[src/rtl/dp_pkg.sv]
package dp_pkg;
    localparam int DATA_W     = 8;
    localparam int REG_N      = 32;
    localparam int SEL_W      = $clog2(REG_N);
    localparam int CONST_BASE = 22;
    localparam int CONST_N    = REG_N - CONST_BASE;
    localparam int OP_W       = 4;
    localparam int FLAG_N     = 4;

    // flag bit positions in the packed nybble
    localparam int FN = 3;
    localparam int FZ = 2;
    localparam int FV = 1;
    localparam int FC = 0;

    typedef enum logic [OP_W-1:0] {
        ALU_PASS  = 4'd0,
        ALU_ADD   = 4'd1,
        ALU_ADDC  = 4'd2,
        ALU_FLAGS = 4'd15
    } alu_op_t;

    typedef enum logic [1:0] {
        RS_IDLE    = 2'd0,
        RS_ADDR    = 2'd1,
        RS_STROBE1 = 2'd2,
        RS_VALID   = 2'd3
    } rd_state_t;

    typedef struct packed {
        logic n;
        logic z;
        logic v;
        logic c;
    } flags_t;

    function automatic logic [DATA_W-1:0] const_value(input int idx);
        case (idx)
            0:       const_value = 8'h00;
            1:       const_value = 8'h01;
            2:       const_value = 8'h02;
            3:       const_value = 8'h03;
            4:       const_value = 8'h04;
            5:       const_value = 8'h08;
            6:       const_value = 8'hFA;
            7:       const_value = 8'hFC;
            8:       const_value = 8'hFE;
            default: const_value = 8'hFF;
        endcase
    endfunction
endpackage

[src/rtl/dp_regbank.sv]
module dp_regbank
    import dp_pkg::*;
#(
    parameter int W  = DATA_W,
    parameter int N  = REG_N,
    parameter int CB = CONST_BASE,
    parameter int AW = $clog2(N)
) (
    input  logic          clk,
    input  logic          rst_n,
    input  logic [AW-1:0] ra,
    input  logic [AW-1:0] rb,
    input  logic [AW-1:0] wa,
    input  logic          we,
    input  logic [W-1:0]  wd,
    output logic [W-1:0]  qa,
    output logic [W-1:0]  qb
);
    logic [W-1:0] cells [CB];

    for (genvar i = 0; i < CB; i++) begin : g_cell
        always_ff @(posedge clk or negedge rst_n) begin
            if (!rst_n)
                cells[i] <= '0;
            else if (we && wa == AW'(i))
                cells[i] <= wd;
        end
    end

    function automatic logic [W-1:0] read_port(input logic [AW-1:0] addr,
                                               input logic [W-1:0] arr [CB]);
        logic [W-1:0] res;
        res = '0;
        if (int'(addr) >= CB) begin
            res = const_value(int'(addr) - CB);
        end else begin
            for (int k = 0; k < CB; k++)
                if (addr == AW'(k)) res = arr[k];
        end
        return res;
    endfunction

    always_comb begin
        qa = read_port(ra, cells);
        qb = read_port(rb, cells);
    end


    const_ro_chk: assert property (@(posedge clk) disable iff (!rst_n)
        (int'(ra) == CB + 1) |-> (qa == W'(1)));
endmodule

[src/rtl/dp_alu.sv]
module dp_alu
    import dp_pkg::*;
#(
    parameter int W  = DATA_W,
    parameter int OW = OP_W
) (
    input  logic [OW-1:0] op,
    input  logic [W-1:0]  a,
    input  logic [W-1:0]  b,
    input  logic          cin,
    output logic [W-1:0]  r,
    output flags_t        fo
);
    logic [W:0] sum;
    logic       cin_eff;

    always_comb begin
        cin_eff = (op == ALU_ADDC) ? cin : 1'b0;
        sum     = {1'b0, a} + {1'b0, b} + {{W{1'b0}}, cin_eff};
        r       = a;
        fo      = '0;
        case (op)
            ALU_ADD, ALU_ADDC: begin
                r    = sum[W-1:0];
                fo.c = sum[W];
                fo.v = (a[W-1] == b[W-1]) && (sum[W-1] != a[W-1]);
                fo.n = sum[W-1];
                fo.z = (sum[W-1:0] == '0);
            end
            ALU_FLAGS: begin
                r    = a;
                fo.n = a[FN];
                fo.z = a[FZ];
                fo.v = a[FV];
                fo.c = a[FC];
            end
            default: begin
                r    = a;
                fo.n = a[W-1];
                fo.z = (a == '0);
            end
        endcase
    end
endmodule

[src/rtl/dp_rdseq.sv]
module dp_rdseq
    import dp_pkg::*;
(
    input  logic clk,
    input  logic rst_n,
    input  logic addr_load,
    input  logic strobe,
    output logic capture_ok
);
    rd_state_t state, state_nx;

    always_comb begin
        state_nx = state;
        if (addr_load) begin
            state_nx = RS_ADDR;
        end else begin
            unique case (state)
                RS_IDLE:    state_nx = RS_IDLE;
                RS_ADDR:    state_nx = strobe ? RS_STROBE1 : RS_ADDR;
                RS_STROBE1: state_nx = strobe ? RS_VALID : RS_ADDR;
                RS_VALID:   state_nx = strobe ? RS_VALID : RS_ADDR;
            endcase
        end
    end

    always_ff @(posedge clk or negedge rst_n) begin
        if (!rst_n) state <= RS_IDLE;
        else        state <= state_nx;
    end

    always_comb begin
        unique case (state)
            RS_STROBE1, RS_VALID: capture_ok = strobe;
            default:              capture_ok = 1'b0;
        endcase
    end


    strobe_run_chk: assert property (@(posedge clk) disable iff (!rst_n)
        capture_ok |-> (strobe && $past(strobe)));


    valid_entry_chk: assert property (@(posedge clk) disable iff (!rst_n)
        (state == RS_VALID) |-> $past(strobe));
endmodule

[src/rtl/byte_datapath.sv]
module byte_datapath
    import dp_pkg::*;
(
    input  logic                clk,
    input  logic                rst_n,
    input  logic [SEL_W-1:0]    sel_a,
    input  logic [SEL_W-1:0]    sel_b,
    input  logic [SEL_W-1:0]    sel_c,
    input  logic                amux_sel,
    input  logic                cmux_sel,
    input  logic                mdrmux_sel,
    input  logic [OP_W-1:0]     alu_op,
    input  logic                load_ck,
    input  logic                mar_ck,
    input  logic                mdr_ck,
    input  logic                mem_read,
    input  logic [FLAG_N-1:0]   flag_ck,
    input  logic                andz,
    input  logic [DATA_W-1:0]   mem_data,
    output logic [2*DATA_W-1:0] mem_addr,
    output logic [DATA_W-1:0]   cbus,
    output logic [FLAG_N-1:0]   flags
);
    logic [DATA_W-1:0] abus, bbus, amux_out, alu_r, mdr;
    logic [2*DATA_W-1:0] mar;
    flags_t            st, alu_f;
    logic              capture_ok;

    dp_regbank #(.W(DATA_W), .N(REG_N), .CB(CONST_BASE)) u_bank (
        .clk (clk), .rst_n (rst_n),
        .ra  (sel_a), .rb (sel_b), .wa (sel_c),
        .we  (load_ck), .wd (cbus),
        .qa  (abus), .qb (bbus)
    );

    assign amux_out = amux_sel ? abus : mdr;

    dp_alu #(.W(DATA_W), .OW(OP_W)) u_alu (
        .op (alu_op), .a (amux_out), .b (bbus), .cin (st.c),
        .r  (alu_r),  .fo (alu_f)
    );

    assign cbus = cmux_sel ? alu_r : {{(DATA_W-FLAG_N){1'b0}}, st};

    dp_rdseq u_rdseq (
        .clk (clk), .rst_n (rst_n),
        .addr_load (mar_ck), .strobe (mem_read),
        .capture_ok (capture_ok)
    );

    always_ff @(posedge clk or negedge rst_n) begin
        if (!rst_n)      mar <= '0;
        else if (mar_ck) mar <= {abus, bbus};
    end

    always_ff @(posedge clk or negedge rst_n) begin
        if (!rst_n) begin
            mdr <= '0;
        end else if (mdr_ck) begin
            if (mdrmux_sel)      mdr <= cbus;
            else if (capture_ok) mdr <= mem_data;
        end
    end

    always_ff @(posedge clk or negedge rst_n) begin
        if (!rst_n) begin
            st <= '0;
        end else begin
            if (flag_ck[FN]) st.n <= alu_f.n;
            if (flag_ck[FZ]) st.z <= andz ? (alu_f.z & st.z) : alu_f.z;
            if (flag_ck[FV]) st.v <= alu_f.v;
            if (flag_ck[FC]) st.c <= alu_f.c;
        end
    end

    assign mem_addr = mar;
    assign flags    = st;


    mar_load_chk: assert property (@(posedge clk) disable iff (!rst_n)
        mar_ck |=> (mem_addr == {$past(abus), $past(bbus)}));


    mdr_hold_chk: assert property (@(posedge clk) disable iff (!rst_n)
        (mdr_ck && !mdrmux_sel && !capture_ok) |=> $stable(mdr));


    andz_keep_chk: assert property (@(posedge clk) disable iff (!rst_n)
        (flag_ck[FZ] && andz && !st.z) |=> !st.z);


    carry_hold_chk: assert property (@(posedge clk) disable iff (!rst_n)
        !flag_ck[FC] |=> $stable(st.c));
endmodule

[config.mk]
export PLATFORM = sky130hd
export DESIGN_NAME = byte_datapath
export DESIGN_NICKNAME = d
export VERILOG_FILES = /design/src/rtl/dp_pkg.sv /design/src/rtl/dp_regbank.sv /design/src/rtl/dp_alu.sv /design/src/rtl/dp_rdseq.sv /design/src/rtl/byte_datapath.sv
export SDC_FILE = /design/constraint.sdc
export NUM_CORES = 1
export LEC_CHECK = 0
export BUFFER_PORTS_ARGS = -buffer_cell sky130_fd_sc_hd__buf_2
export CELL_PAD_IN_SITES_DETAIL_PLACEMENT = 0
export CELL_PAD_IN_SITES_GLOBAL_PLACEMENT = 2
export CORE_UTILIZATION = 39
export DETAILED_ROUTE_END_ITERATION = 16
export PLACE_DENSITY_LB_ADDON = 0.1
export SKIP_LAST_GASP = 1
export SYNTH_ARGS = -nofsm -noshare
export SYNTH_HDL_FRONTEND = slang
export SYNTH_SLANG_ARGS = --single-unit
[constraint.sdc]
create_clock -name clk -period 4.6 [get_ports clk]
set_clock_uncertainty 0.2 [all_clocks]
set_input_delay 0 -clock clk [delete_from_list [all_inputs] [get_ports clk]]
set_output_delay 0 -clock clk [all_outputs]
set_load 0.005 [all_outputs]
Yosys cells after proc, flatten, opt, wreduce, memory -nomap -nowiden
Memory sizes are Yosys's and may differ from the RTL's.
Index checks and enable logic that the tools add are counted.
- register bits after elaboration: 206
- ROM bits: 256
- bits of input ports: 41
- output and inout port bits: 28
- logic and storage cells: 206
- memories kept: 2
- add/subtract/negate cells: 4
- magnitude comparators: 2
- equality and inequality tests: 71
- multiplexer cells: 62
- bitwise logic cells: 1
- reductions and logical operators: 35
- memory list (memory ; depth ; width ; rd ports ; clocked after Yosys merged registers in ; write ports ; line ; source):
    (no name shown) ; 16 ; 8 ; 1 ; 0 ; 0 ; dp_pkg.sv:38 ; case (idx)
    (no name shown) ; 16 ; 8 ; 1 ; 0 ; 0 ; dp_pkg.sv:38 ;
- operators by type and width (cell ; count):
    $mux W8 ; 53
    $eq A5 B4 Y1 const B ; 24
    $eq A5 B5 Y1 const B ; 18
    $eq A5 B3 Y1 const B ; 12
    $logic_not A28 Y1 ; 2
    $eq A5 B2 Y1 const B ; 6
    $logic_and A1 B1 Y1 ; 23
    $logic_not A8 Y1 ; 2
    $eq A5 B1 Y1 const B ; 3
    $logic_not A5 Y1 ; 3
    $sub A5 B5 Y6 const B ; 2
    $ge A5 B5 Y1 const B ; 2
    $add A8 B8 Y9 ; 1
    $add A9 B1 Y9 ; 1
    $pmux W2 S2 ; 2
    $mux W2 ; 3
    $pmux W2 S3 ; 1
    $eq A2 B2 Y1 const B ; 2
    $eq A4 B1 Y1 const B ; 1
    $eq A4 B2 Y1 const B ; 1
    $eq A4 B4 Y1 const B ; 1
    $reduce_or A2 Y1 ; 2
    $mux W1 ; 3
    $eq A2 B1 Y1 const B ; 1
    6 further kinds ; 6

Depth between registers and ports, before layout
Gate-level depths: netlist of the first run.
- depth after elaboration: 31
- mapped depth: 22

Modules after synthesis
Synthesis of the first run repeated with hierarchy kept, for this count alone.
- cells, all modules: 1460
- area, all modules: 13940.9 um^2
- by module, submodules not included (module ; instances ; cells each ; area an instance (um^2) ; seq. area each (um^2)):
    dp_regbank ; 1 ; 1273 ; 11959.0 ; 4404.2
    byte_datapath ; 1 ; 98 ; 1333.8 ; 700.7
    dp_alu ; 1 ; 81 ; 561.8 ; 0.0
    dp_rdseq ; 1 ; 8 ; 86.3 ; 50.0

Worst setup path after synthesis of the first run
Ideal clock, no wire load.
- path kind: input to register
- from: input port sel_a[0]
- to: register u_bank.cells[14] (netlist bit)
- data arrival time: 3.922 ns
- data required time: 4.275 ns
- setup slack: 0.353 ns
- cell stages on the path: 20
- buffers on the path: 2
- cells stage by stage: inv_1 > ha_1 > buf_2 > or3b_2 > a21oi_1 > o211ai_1 > and4_1 > a211oi_2 > nand2_1 > fa_1 > fa_1 > a21o_1 > a21oi_1 > o21bai_1 > a21o_1 > xor2_1 > nand2_1 > a21oi_4 > buf_6 > mux2_2
- word-level cells in the longest chain between the ends: 29
- elaborated cells on any way between the ends: 55
- RTL lines (element ; line ; source):
    from (decl) ; byte_datapath.sv:6 ; input logic [SEL_W-1:0] sel_a,
    $logic_not A5 Y1 ; dp_regbank.sv:38 ; if (addr == AW'(k)) res = arr[k];
    $mux W8 (22 in a row) ; dp_regbank.sv:38 ;
    $mux W8 (*) ; dp_regbank.sv:34 ; if (int'(addr) >= CB) begin
    $mux W8 (*) ; byte_datapath.sv:36 ; assign amux_out = amux_sel ? abus : mdr;
    $add A8 B8 Y9 ; dp_alu.sv:19 ; sum = {1'b0, a} + {1'b0, b} + {{W{1'b0}}, cin_eff};
    $add A9 B1 Y9 ; dp_alu.sv:19 ;
    $mux W8 (*) ; dp_alu.sv:22 ; case (op)
    $mux W8 (*) ; byte_datapath.sv:43 ; assign cbus = cmux_sel ? alu_r : {{(DATA_W-FLAG_N){1'b0}}, st};
    named net cbus[6] ; byte_datapath.sv:21 ; output logic [DATA_W-1:0] cbus,
    to (signal, indexed assignment) ; dp_regbank.sv:26 ; cells[i] <= wd;
    to (decl) ; dp_regbank.sv:19 ; logic [W-1:0] cells [CB];
Mark *: on every way through the listed nets, which the timed path passes. The rest lies on a longest branch.
A chain may end at the register's enable or synchronous reset.

Final worst setup path of the first run
- from: register u_bank.cells[128] (netlist bit)
- to: output port cbus[7]
- word-level cells in the longest chain between the ends: 23
- elaborated cells on any way between the ends: 41
- RTL lines (element ; line):
    $mux W8 (17 in a row) ; dp_regbank.sv:38
    $mux W8 ; dp_regbank.sv:34
    $mux W8 ; byte_datapath.sv:36
    $add A8 B8 Y9 (*) ; dp_alu.sv:19
    $add A9 B1 Y9 (*) ; dp_alu.sv:19
    $mux W8 (*) ; dp_alu.sv:22
    $mux W8 (*) ; byte_datapath.sv:43
    to (decl) ; byte_datapath.sv:21
Mark *: on every way between the ends. The rest lies on a longest branch, timed or not.

==> results of run 1 <==
## kinds of logic after synthesis
logic type	Yosys count
simple gates	623
compound gates	557
flops	206
buf+inv	162
mux	55
fa+ha+maj	23
xor+xnor	9
## placed cells by master (no fill, tap or decap), drive strengths merged, types with 8 or more instances in the layout
cell type      n
buf          481
nand2        246
dfrtp        206
o21ai        168
nor2         113
a21oi         92
mux2          49
o31ai         48
dlygate4sd3   41
nand3         39
inv           37
clkbuf        35
nor3          31
a211oi        23
nand2b        22
o22ai         22
a31oi         22
ha            21
nor2b         20
o211ai        18
a22oi         17
nand3b        16
nand4bb       15
a221oi        15
and4b         13
nand4b        12
nand4         11
a21o          11
o221ai        11
o21a          10
a221o          9
nor3b          9
nor4bb         9
or2            8
## state kept, by name, summed over array words and instances, names as in the netlist
| signal | flops |
|---|---|
| u_bank.cells | 176 |
| mem_addr | 16 |
| mdr | 8 |
| flags | 4 |
| u_rdseq.state | 2 |
## metal layers
layer | vias up | GRT usage (%) | wire (um)
met5 | - | 0 | 0
met4 | 0 | 16.5 | 3580
met3 | 171 | 7.67 | 5940
met2 | 777 | 60.9 | 31800
met1 | 7735 | 55.1 | 31700
li1 | 6961 | - | -
## per-stage QoR
stage          hold WS (ps)  total power, mW  TNS (ps)  area [um^2]
2_1_floorplan          -496             3.15         0        14100
3_3_place_gp           -221             4.19    -80200        17600
3_5_place_dp           -216             4.20    -86840        17600
4_1_cts                27.9             6.12      -126        19100
5_1_grt                53.2             6.44     -2670        19400
6_report               37.0             6.21      -305        19400
## report_power, final
part | internal (mW) | total (mW) | switching, mW
clock | 1.01 | 1.78 | 0.771
combinational | 0.883 | 1.92 | 1.04
sequential | 2.11 | 2.51 | 0.398
## critical path, cell delays in order (launching register included)
cell and delay (ps):
dfrtp_1 380, or3b_4 390, a211oi_4 260, o31a_1 230, a211oi_4 80, a211oi_4 380
nand2_2 110, fa_2 370, buf_4 160, a21oi_4 140, o21ai_2 90, a2111oi_4 340
nor3_2 110, xnor2_1 230, nand2_1 110, o21a_2 200, buf_12 150, nor2_1 100
buf_2 130
## how the worst max path moves through the flow
stage	start	slack, ps	cells past startpoint	end
after floorplan	sel_a[0]	350	20	u_bank.cells[14]$_DFFE_PN0P_
after global placement	sel_a[0]	-860	21	u_bank.cells[78]$_DFFE_PN0P_
after detailed placement	sel_a[0]	-890	21	u_bank.cells[62]$_DFFE_PN0P_
after CTS	u_bank.cells[24]$_DFFE_PN0P_	-100	17	cbus[6]
after global routing	u_bank.cells[128]$_DFFE_PN0P_	-320	18	cbus[7]
final	u_bank.cells[128]$_DFFE_PN0P_	-150	18	cbus[7]
## final cells by class
| type | count | area, um^2 |
|---|---|---|
| Antenna cell | 2 | 5.00 |
| Clock inverter | 1 | 5.00 |
| Multi-Input combinational cell | 1267 | 8590 |
| Clock buffer | 35 | 683 |
| Inverter | 38 | 143 |
| Timing Repair Buffer | 522 | 4210 |
| Fill cell | 3365 | 16200 |
| Sequential cell | 206 | 5150 |
| Tap cell | 461 | 577 |
## repair_timing
item	CTS	global route
setup buffers	25	8
hold endpoints to repair	295	0
gates resized for setup	48	33
endpoints found under the setup margin	116	44
hold buffers	43	0
pin swaps	23	13
==> out/results.md, run 1 <==
• **failing checks** negative setup slack
• **mux cell area share after synthesis** 4.34%
• **top-level I/O count** 69
• **Worst Reg-to-Reg Cells** 22
• **PD cells** 321 nW/um^2
• **Die X** 192 um
• **final number of setup-violating endpoints** 4
• **cell count after synthesis** 1,635
• **ratio of final minimum period to clock period** 103%
• **minimum clock period** 4750 ps
• **number of register bits inferred by synthesis** 206
• **unrepaired setup endpoints after global routing** true
• **library cells used by synthesis** 107
• **cell with the most instances after synthesis** nand2_1
• **area of the core** 35,600 um^2
• **setup slack after placement** -890 ps
• **clock root cell** clkbuf_16
• **portion of synthesized cell area occupied by the leading cell type** 36.6%
• **ys async rst share** 100%
• **worst rel slew slack** 28.9%
• **synthesized-area fraction occupied by adder cells** 2.15%
• **number of nets in the finished design** 2,123
• **wire length of the first global-routing pass** 106,000 um
• **critical path type** reg -> out
• **via-per-instance ratio** 6.18
• **Worst Hold Launch** flag_ck[3]
• **combinational family with the most area after synthesis** compound AO/OA/AOI/OAI gates
• **total leakage power** 8.65 nW
• **share of post-route cells with drive strength above 1** 32.8%
• **Syn Nets** 1,699
• **post-layout instance count excluding filler cells** 2,532
• **DRC marker count from the first detailed-route iteration** 1,774
• **most frequent cells after synthesis** nand2_1, dfrtp_1, o21ai_0
• **placed wire-length estimate after detailed placement** 57,300 um
• **number of buffers on the longest clock path** 3
• **transition at the pin with the smallest max-transition slack** 1060 ps
• **worst-path maximum fanout** 14
• **number of failing hold endpoints at the final stage** 0
• **post-synthesis to final-layout area growth** 37.6%
• **post-detailed-route wirelength per cell** 28.9 um
• **number of violations of the max-capacitance limit** 0
• **minimum setup slack among reg-to-reg paths** -60 ps
• **H-tree level count** 1
• **cell area after synthesis** 14,100 um^2
• **complex-gate fraction of the synthesized area** 27.3%
• **cells taking the most area after synthesis** dfrtp_1, nand2_1, o21ai_0, mux2_2, a21oi_1
• **number of vias after detailed routing** 15,644
• **number of cells in the design after placement** 2,421
• **WP data arrival** 4550 ps
• **leading area contributor after synthesis** dfrtp_1
• **I/O Buffers** 68
• **status** finished with violations
• **die area** 36,900 um^2
• **fmax** 211 MHz
• **pin count of the biggest net entering global routing** 102
• **launch point of the worst reg-to-reg path** u_bank.cells[128]$_DFFE_PN0P_
• **Util after Layout** 54.5%
• **Clk Latency, worst-skew pair** 550 ps
• **clock transition at the registers of the reported paths** 60 ps
• **Initial Utilization** 39.6%
• **worst vdd ir** 383 uV
• **CTS tree** built
• **DRC errors left** 0
• **number of enable flip-flop cells after synthesis** 0
• **total CTS buffers** 24
• **top flip-flop cell by instance count after synthesis** dfrtp_1
• **overall routed net length** 73,100 um
• **clock sink count** 206
• **Synth Warn #** 0
• **syn_area_per_cell** 8.61 um^2
• **y dimension of the die** 192 um
• **final RePlAce weighted congestion** 1.02
• **number of detailed-route iterations in the first pass** 6
• **type of the tightest min-delay check** in -> reg
• **end point of the most critical hold path** flags[3]$_DFFE_PN0P_
• **hold depth** 3
• **initial antenna violation count** 1
• **kind of launch point of the worst setup path** flop
• **total congestion overflow** 0
• **post-route worst setup slack** -148 ps
• **xor/xnor cell area share of the yosys netlist** 0.560%
• **fraction of the mapped netlist area in simple logic gates** 23.3%
• **# rows** 69
• **sequential element share of the synthesized area** 36.6%
• **vias in the first global route** 15,023
• **final antenna-violating net count** 0
• **capturing element type of the critical path** primary output
• **combined global-route utilization of all metal layers** 39.9%
• **max-slew violations** 0
• **data required time of the worst path** 4400 ps
• **RR Endpoint** flags[1]$_DFFE_PN0P_
(Power assumes the default switching activity.)
==> run 2, diff against run 1 <==
--- a/config.mk
+++ b/config.mk
@@ -8,6 +8,7 @@
 export BUFFER_PORTS_ARGS = -buffer_cell sky130_fd_sc_hd__buf_2
 export CELL_PAD_IN_SITES_DETAIL_PLACEMENT = 0
 export CELL_PAD_IN_SITES_GLOBAL_PLACEMENT = 2
+export CORE_ASPECT_RATIO = 1.4
 export CORE_UTILIZATION = 39
 export DETAILED_ROUTE_END_ITERATION = 16
 export PLACE_DENSITY_LB_ADDON = 0.1
==> run 2 against run 1 <==
The run still ends with negative setup slack left. First-iteration DRC count shrank 12%. Routed wire length is 2.6% higher. Critical path depth grew 7. Final area fell by 0.69%. Critical path type is now in -> out. Highest routed layer is now met5.
==> out/results.md, run 2 (synthesis results as in run 1) <==
• **number of flip-flops in the largest register** 176, unchanged
• **fmax** 209 MHz, -0.71%
• **type of the tightest min-delay check** in -> reg
• **kind of launch point of the worst setup path** input pin
• **status** finished with violations
• **Initial Utilization** 39.4%, -0.15 points
• **number of detailed-route iterations in the first pass** 5, -1
• **RR Endpoint** u_bank.cells[174]$_DFFE_PN0P_
• **unrepaired setup endpoints after global routing** true
• **most flop-heavy register** u_bank.cells
• **total congestion overflow** 0, unchanged
• **placed wire-length estimate after detailed placement** 57,600 um, +0.51%
• **data required time of the worst path** 4400 ps, about the same
• **vias in the first global route** 15,436, +2.7%
• **post-synthesis to final-layout area growth** 36.6%
• **WP data arrival** 4580 ps, +30 ps
• **Die X** 163 um, -15%
• **total CTS buffers** 23, -4.2%
• **final number of setup-violating endpoints** 13, +9
• **setup slack after placement** -1150 ps, -262 ps
• **Clk Latency, worst-skew pair** 560 ps, about the same
• **I/O Buffers** 68, unchanged
• **CP delay by family, top** compound AO/OA/AOI/OAI gates
• **via-per-instance ratio** 6.21, +0.58%
• **wire length of the first global-routing pass** 108,000 um, +2.0%
• **DRC errors left** 0, unchanged
• **number of violations of the max-capacitance limit** 0, unchanged
• **end point of the most critical hold path** u_bank.cells[109]$_DFFE_PN0P_
• **ratio of final minimum period to clock period** 104%, +0.74 points
• **overall routed net length** 75,000 um, +2.6%
• **max-slew violations** 0, unchanged
• **top-level I/O count** 69, unchanged
• **final RePlAce weighted congestion** 1.05, +3.7%
• **PD cells** 328 nW/um^2, +2.4%
• **worst vdd ir** 305 uV, -20%
• **setup TNS after final layout** -922 ps, -618 ps
• **Worst Reg-to-Reg Cells** 19, -14%
• **transition at the pin with the smallest max-transition slack** 1070 ps, +6.47 ps
• **Worst Hold Launch** cmux_sel
• **CP peak stage delay** 410 ps, +20 ps
• **CTS tree** built
• **slowest cell on the critical path** fa_2
• **number of vias after detailed routing** 15,779, +0.86%
• **critical path type** in -> out
• **H-tree level count** 1, unchanged
• **multi-input gate area in the final layout** 8490 um^2, -1.3%
• **clock sink count** 206, unchanged
• **combined global-route utilization of all metal layers** 41.1%, +1.1 points
• **most frequent standard cell in the layout excluding fill and tap cells** buf_4
• **clock root cell** clkbuf_16
• **post-route worst setup slack** -182 ps, -34.1 ps
• **most frequent cells in the layout** buf_4, nand2_1, dfrtp_1, o21ai_0, nor2_1
• **Util after Layout** 53.9%, -0.58 points
• **failing checks** negative setup slack
• **worst-path maximum fanout** 8, -6
• **number of failing hold endpoints at the final stage** 0, unchanged
• **DRC marker count from the first detailed-route iteration** 1,560, -12%
• **final antenna-violating net count** 0, unchanged
• **pin count of the biggest net entering global routing** 105, +2.9%
• **area of the core** 35,700 um^2, +0.38%
• **sum of buffers and inverters on the critical path** 8, +5
• **hold depth** 4, +1
• **clock transition at the registers of the reported paths** 60 ps, about the same
• **Most Frequent Cell on Critical Path** buf_4
• **total leakage power** 8.61 nW, -0.49%
• **number of buffers on the longest clock path** 3, unchanged
• **number of nets in the finished design** 2,120, -0.14%
• **launch point of the worst reg-to-reg path** u_bank.cells[24]$_DFFE_PN0P_
• **y dimension of the die** 227 um, +18%
• **number of fill cells** 3,417, +1.5%
• **minimum setup slack among reg-to-reg paths** -40 ps, +20 ps
• **die area** 36,900 um^2, about the same
• **# rows** 82, +19%
• **minimum clock period** 4780 ps, +34.1 ps
• **post-detailed-route wirelength per cell** 29.5 um, +2.3%
• **post-layout total power** 6.32 mW, +1.7%
• **Reg area** 5160 um^2, about the same
• **share of post-route cells with drive strength above 1** 32.5%, -0.34 points
• **initial antenna violation count** 4, +3
• **worst rel slew slack** 28.2%, -0.72 points
• **capturing element type of the critical path** primary output
## run 2: changes by cell type in the layout (fill, tap and decap cells not counted), moves of 4 or more
cell,before,now
buf_12,25,17
clkbuf_1,8,3
a21oi_1,79,83
ha_4,4,0
## run 2: tightest hold or removal path, stage by stage
cell and delay (ps):
buf_2 280, nand2b_1 210, buf_12 150, o21ai_0 90
## run 2: layout make-up
type / instances / area share, %
Antenna cell: 5 / 0.0650
Clock buffer: 30 / 3.34
Clock inverter: 11 / 0.631
Inverter: 38 / 0.741
Multi-Input combinational cell: 1267 / 44.1
Sequential cell: 206 / 26.8
Tap cell: 462 / 3.00
Timing Repair Buffer: 520 / 21.3
## run 2: power by group
part	switching, mW	internal [mW]	total [mW]
Combinational	1.05	0.856	1.91
Sequential	0.384	2.11	2.50
Clock	0.815	1.10	1.91
Total	2.25	4.07	6.32
## run 2: what timing repair did
item	4_1_cts	5_1_grt
pin swaps	27	18
hold buffers	45	0
endpoints found under the hold margin	258	0
gates cloned	1	0
buffers inserted	11	9
endpoints found under the setup margin	127	74
gates resized for setup	46	27
## run 2: worst max path at each step
stage,end,start,depth (start not counted),slack [ps]
2_1_floorplan,u_bank.cells[14]$_DFFE_PN0P_,sel_a[0],20,350
3_3_place_gp,mdr[7]$_DFFE_PN0P_,sel_b[0],25,-1090
6_report,cbus[6],sel_b[1],25,-180
5_1_grt,cbus[6],u_bank.cells[24]$_DFFE_PN0P_,17,-300
4_1_cts,cbus[6],u_bank.cells[24]$_DFFE_PN0P_,17,-190
3_5_place_dp,u_bank.cells[175]$_DFFE_PN0P_,sel_b[0],25,-1150
## run 2: per-layer routing
metal / global-route usage, % / vias up / share of wire (%)
met5: 0 / - / 0.017
met2: 67.9 / 805 / 47
met3: 6.79 / 239 / 7.3
li1: - / 6965 / -
met1: 49.2 / 7768 / 38
met4: 26.5 / 2 / 7.3
## run 2: metrics by stage
step                      hold slack [ps]  instances  cell area [um^2]
after floorplan                      -496       1635             14100
after global placement               -131       2430             17500
after detailed placement             -115       2430             17500
after CTS                            29.1       2527             19100
after global routing                 61.6       2535             19200
final                                38.2       2539             19200
==> run 3, diff against run 2 <==
--- a/config.mk
+++ b/config.mk
@@ -5,12 +5,12 @@
 export SDC_FILE = /design/constraint.sdc
 export NUM_CORES = 1
 export LEC_CHECK = 0
-export BUFFER_PORTS_ARGS = -buffer_cell sky130_fd_sc_hd__buf_2
 export CELL_PAD_IN_SITES_DETAIL_PLACEMENT = 0
 export CELL_PAD_IN_SITES_GLOBAL_PLACEMENT = 2
 export CORE_ASPECT_RATIO = 1.4
-export CORE_UTILIZATION = 39
+export CORE_UTILIZATION = 40
 export DETAILED_ROUTE_END_ITERATION = 16
+export DONT_BUFFER_PORTS = 1
 export PLACE_DENSITY_LB_ADDON = 0.1
 export SKIP_LAST_GASP = 1
 export SYNTH_ARGS = -nofsm -noshare
==> run 3 against run 2 <==
Highest routed layer is now met4. Power increased by 2.0%. Final area decreased by 2.7%. Worst hold slack got worse by 1100 ps. Fmax decreased by 1.7%. Sequential cell count unchanged. Utilization increased by 0.64 points. Critical path depth decreased by 5. The flow finishes with violations (negative hold slack, negative setup slack). Register-to-register slack got worse by 220 ps.
==> out/results.md, run 3 (synthesis results as in run 1) <==
• **most frequent standard cell in the layout excluding fill and tap cells** buf_4
• **worst vdd ir** 287 uV, -6.1%
• **vias in the first global route** 15,306, -0.84%
• **total congestion overflow** 0, unchanged
• **number of failing hold endpoints at the final stage** 206, +206
• **post-synthesis to final-layout area growth** 32.9%
• **Reg area** 5150 um^2, about the same
• **placed wire-length estimate after detailed placement** 53,100 um, -7.7%
• **I/O Buffers** 0, -100%
• **minimum setup slack among reg-to-reg paths** -260 ps, -220 ps
• **diode count** 0, -5
• **post-detailed-route wirelength per cell** 31.2 um, +5.7%
• **wire length of the first global-routing pass** 107,000 um, -0.60%
• **post-layout instance count excluding filler cells** 2,402, -5.4%
• **number of buffers on the longest clock path** 3, unchanged
• **total placed instance area** 16,500 um^2, -6.0%
• **kind of launch point of the worst setup path** flop
• **H-tree level count** 1, unchanged
• **ratio of final minimum period to clock period** 106%, +1.8 points
• **number of violations of the max-capacitance limit** 0, unchanged
• **worst rel slew slack** 36.4%, +8.2 points
• **capturing element type of the critical path** flop
• **Initial Utilization** 41.0%, +1.6 points
• **# rows** 80, -2.4%
• **type of the tightest min-delay check** in -> async
• **transition at the pin with the smallest max-transition slack** 950 ps, -118 ps
• **CTS tree** built
• **Die X** 161 um, -1.2%
• **most flop-heavy register** u_bank.cells
• **share of post-route cells with drive strength above 1** 27.1%, -5.4 points
• **number of flip-flops in the largest register** 176, unchanged
• **number of vias after detailed routing** 15,584, -1.2%
• **y dimension of the die** 224 um, -1.2%
• **Clk Latency, worst-skew pair** 560 ps, about the same
• **critical path type** reg -> reg
• **post-layout total power** 6.45 mW, +2.0%
• **pin count of the biggest net entering global routing** 207, +97%
• **DRC errors left** 0, unchanged
• **failing checks** negative hold slack, negative setup slack
• **setup TNS after final layout** -4920 ps, -4000 ps
• **number of detailed-route iterations in the first pass** 7, +2
• **Util after Layout** 54.5%, +0.64 points
• **total leakage power** 8.14 nW, -5.4%
• **clock transition at the registers of the reported paths** 70 ps, about the same
• **Layout Cell Area excl Fill** 18,700 um^2, -2.7%
• **final RePlAce weighted congestion** 1.02, -3.3%
• **fmax** 206 MHz, -1.7%
• **overall routed net length** 75,000 um, about the same
• **clock sink count** 206, unchanged
• **Final Hold Slack** -1050 ps, -1090 ps
• **WP data arrival** 5090 ps, +510 ps
• **number of cells in the design after placement** 2,260, -7.0%
• **number of fill cells** 3,211, -6.0%
• **final antenna-violating net count** 0, unchanged
• **top-level I/O count** 69, unchanged
• **initial antenna violation count** 1, -3
• **minimum clock period** 4860 ps, +82.8 ps
• **status** finished with violations
• **total CTS buffers** 23, unchanged
• **setup slack after placement** -531 ps, +622 ps
• **die area** 36,000 um^2, -2.5%
• **Worst Reg-to-Reg Cells** 20, +1
• **multi-input gate area in the final layout** 8550 um^2, +0.78%
• **most frequent cells in the layout** buf_4, nand2_1, dfrtp_1, o21ai_0, nor2_1
• **data required time of the worst path** 4830 ps, +430 ps
• **post-route worst setup slack** -265 ps, -82.8 ps
• **max-slew violations** 0, unchanged
• **PD cells** 344 nW/um^2, +4.8%
• **combined global-route utilization of all metal layers** 41.2%, +0.17 points
• **Hold-fix buffers, CTS** 66, +47%
• **DRC marker count from the first detailed-route iteration** 1,673, +7.2%
• **number of nets in the finished design** 1,998, -5.8%
• **via-per-instance ratio** 6.49, +4.4%
• **final number of setup-violating endpoints** 27, +14
• **worst-path maximum fanout** 5, -3
• **unrepaired setup endpoints after global routing** true
• **clock root cell** clkbuf_16
• **area of the core** 34,300 um^2, -3.8%
run 3: cell types whose count changed in the layout (fill, tap and decap cells not counted), moves of 5 or more:
cell           before  now
buf_4             388  300
buf_2              66    0
dlygate4sd3_1      44   63
buf_6               3   12
o31ai_4             0    9
o31ai_1            36   29
diode_2             5    0
run 3: routing by layer:
layer	track usage (%)	up-vias	routed length [um]
met4	29.1	0	6330
met2	67.3	883	34800
met1	48.6	7709	27700
met5	0	-	0
met3	7.92	271	6160
li1	-	6721	-
run 3: final cells by class:
class                      instances  share of cell area [%]
sequential                       206                    27.5
inverter                          38                   0.762
clock buffer                      32                    3.52
clock inverter                    10                   0.862
timing repair buffer             398                    18.6
tap                              451                    3.01
multi-input combinational       1267                    45.7
run 3: timing repair:
item / in CTS / in global routing
gates resized for setup: 28 / 62
endpoints found under the hold margin: 388 / 206
pin swaps: 20 / 15
setup endpoints to repair: 119 / 86
gates cloned: 2 / 4
setup buffers: 16 / 15
run 3: path summary, 6_finish.rpt:
path | from | end
worst max-delay path | u_bank.cells[24]$_DFFE_PN0P_ | u_bank.cells[142]$_DFFE_PN0P_
worst min-delay path | rst_n | flags[0]$_DFFE_PN0P_
worst max register to register | u_bank.cells[24]$_DFFE_PN0P_ | u_bank.cells[142]$_DFFE_PN0P_
worst min register to register | u_bank.cells[156]$_DFFE_PN0P_ | u_bank.cells[156]$_DFFE_PN0P_
max in group asynchronous | rst_n | flags[2]$_DFFE_PN0P_
min in group clk | sel_c[2] | u_bank.cells[118]$_DFFE_PN0P_
run 3: critical path, cell delays in order, from the launching register on:
cell and delay [ps]:
dfrtp_1 380, or3b_4 370, a21oi_2 120, o211ai_1 200, and4b_1 290, a211oi_4 400
nand2_2 150, fa_2 390, fa_2 390, a21o_1 180, a21oi_2 140, o21bai_1 90
a21o_1 180, xor2_1 170, nand2_1 130, a21oi_4 80, buf_12 150, buf_4 130
buf_6 120, clkbuf_16 170, mux2_2 270
run 3: power breakdown:
part	switching [mW]	total (mW)	internal [mW]
combinational	1.01	1.87	0.864
sequential	0.398	2.51	2.11
clock	0.829	2.06	1.23
total	2.24	6.45	4.21
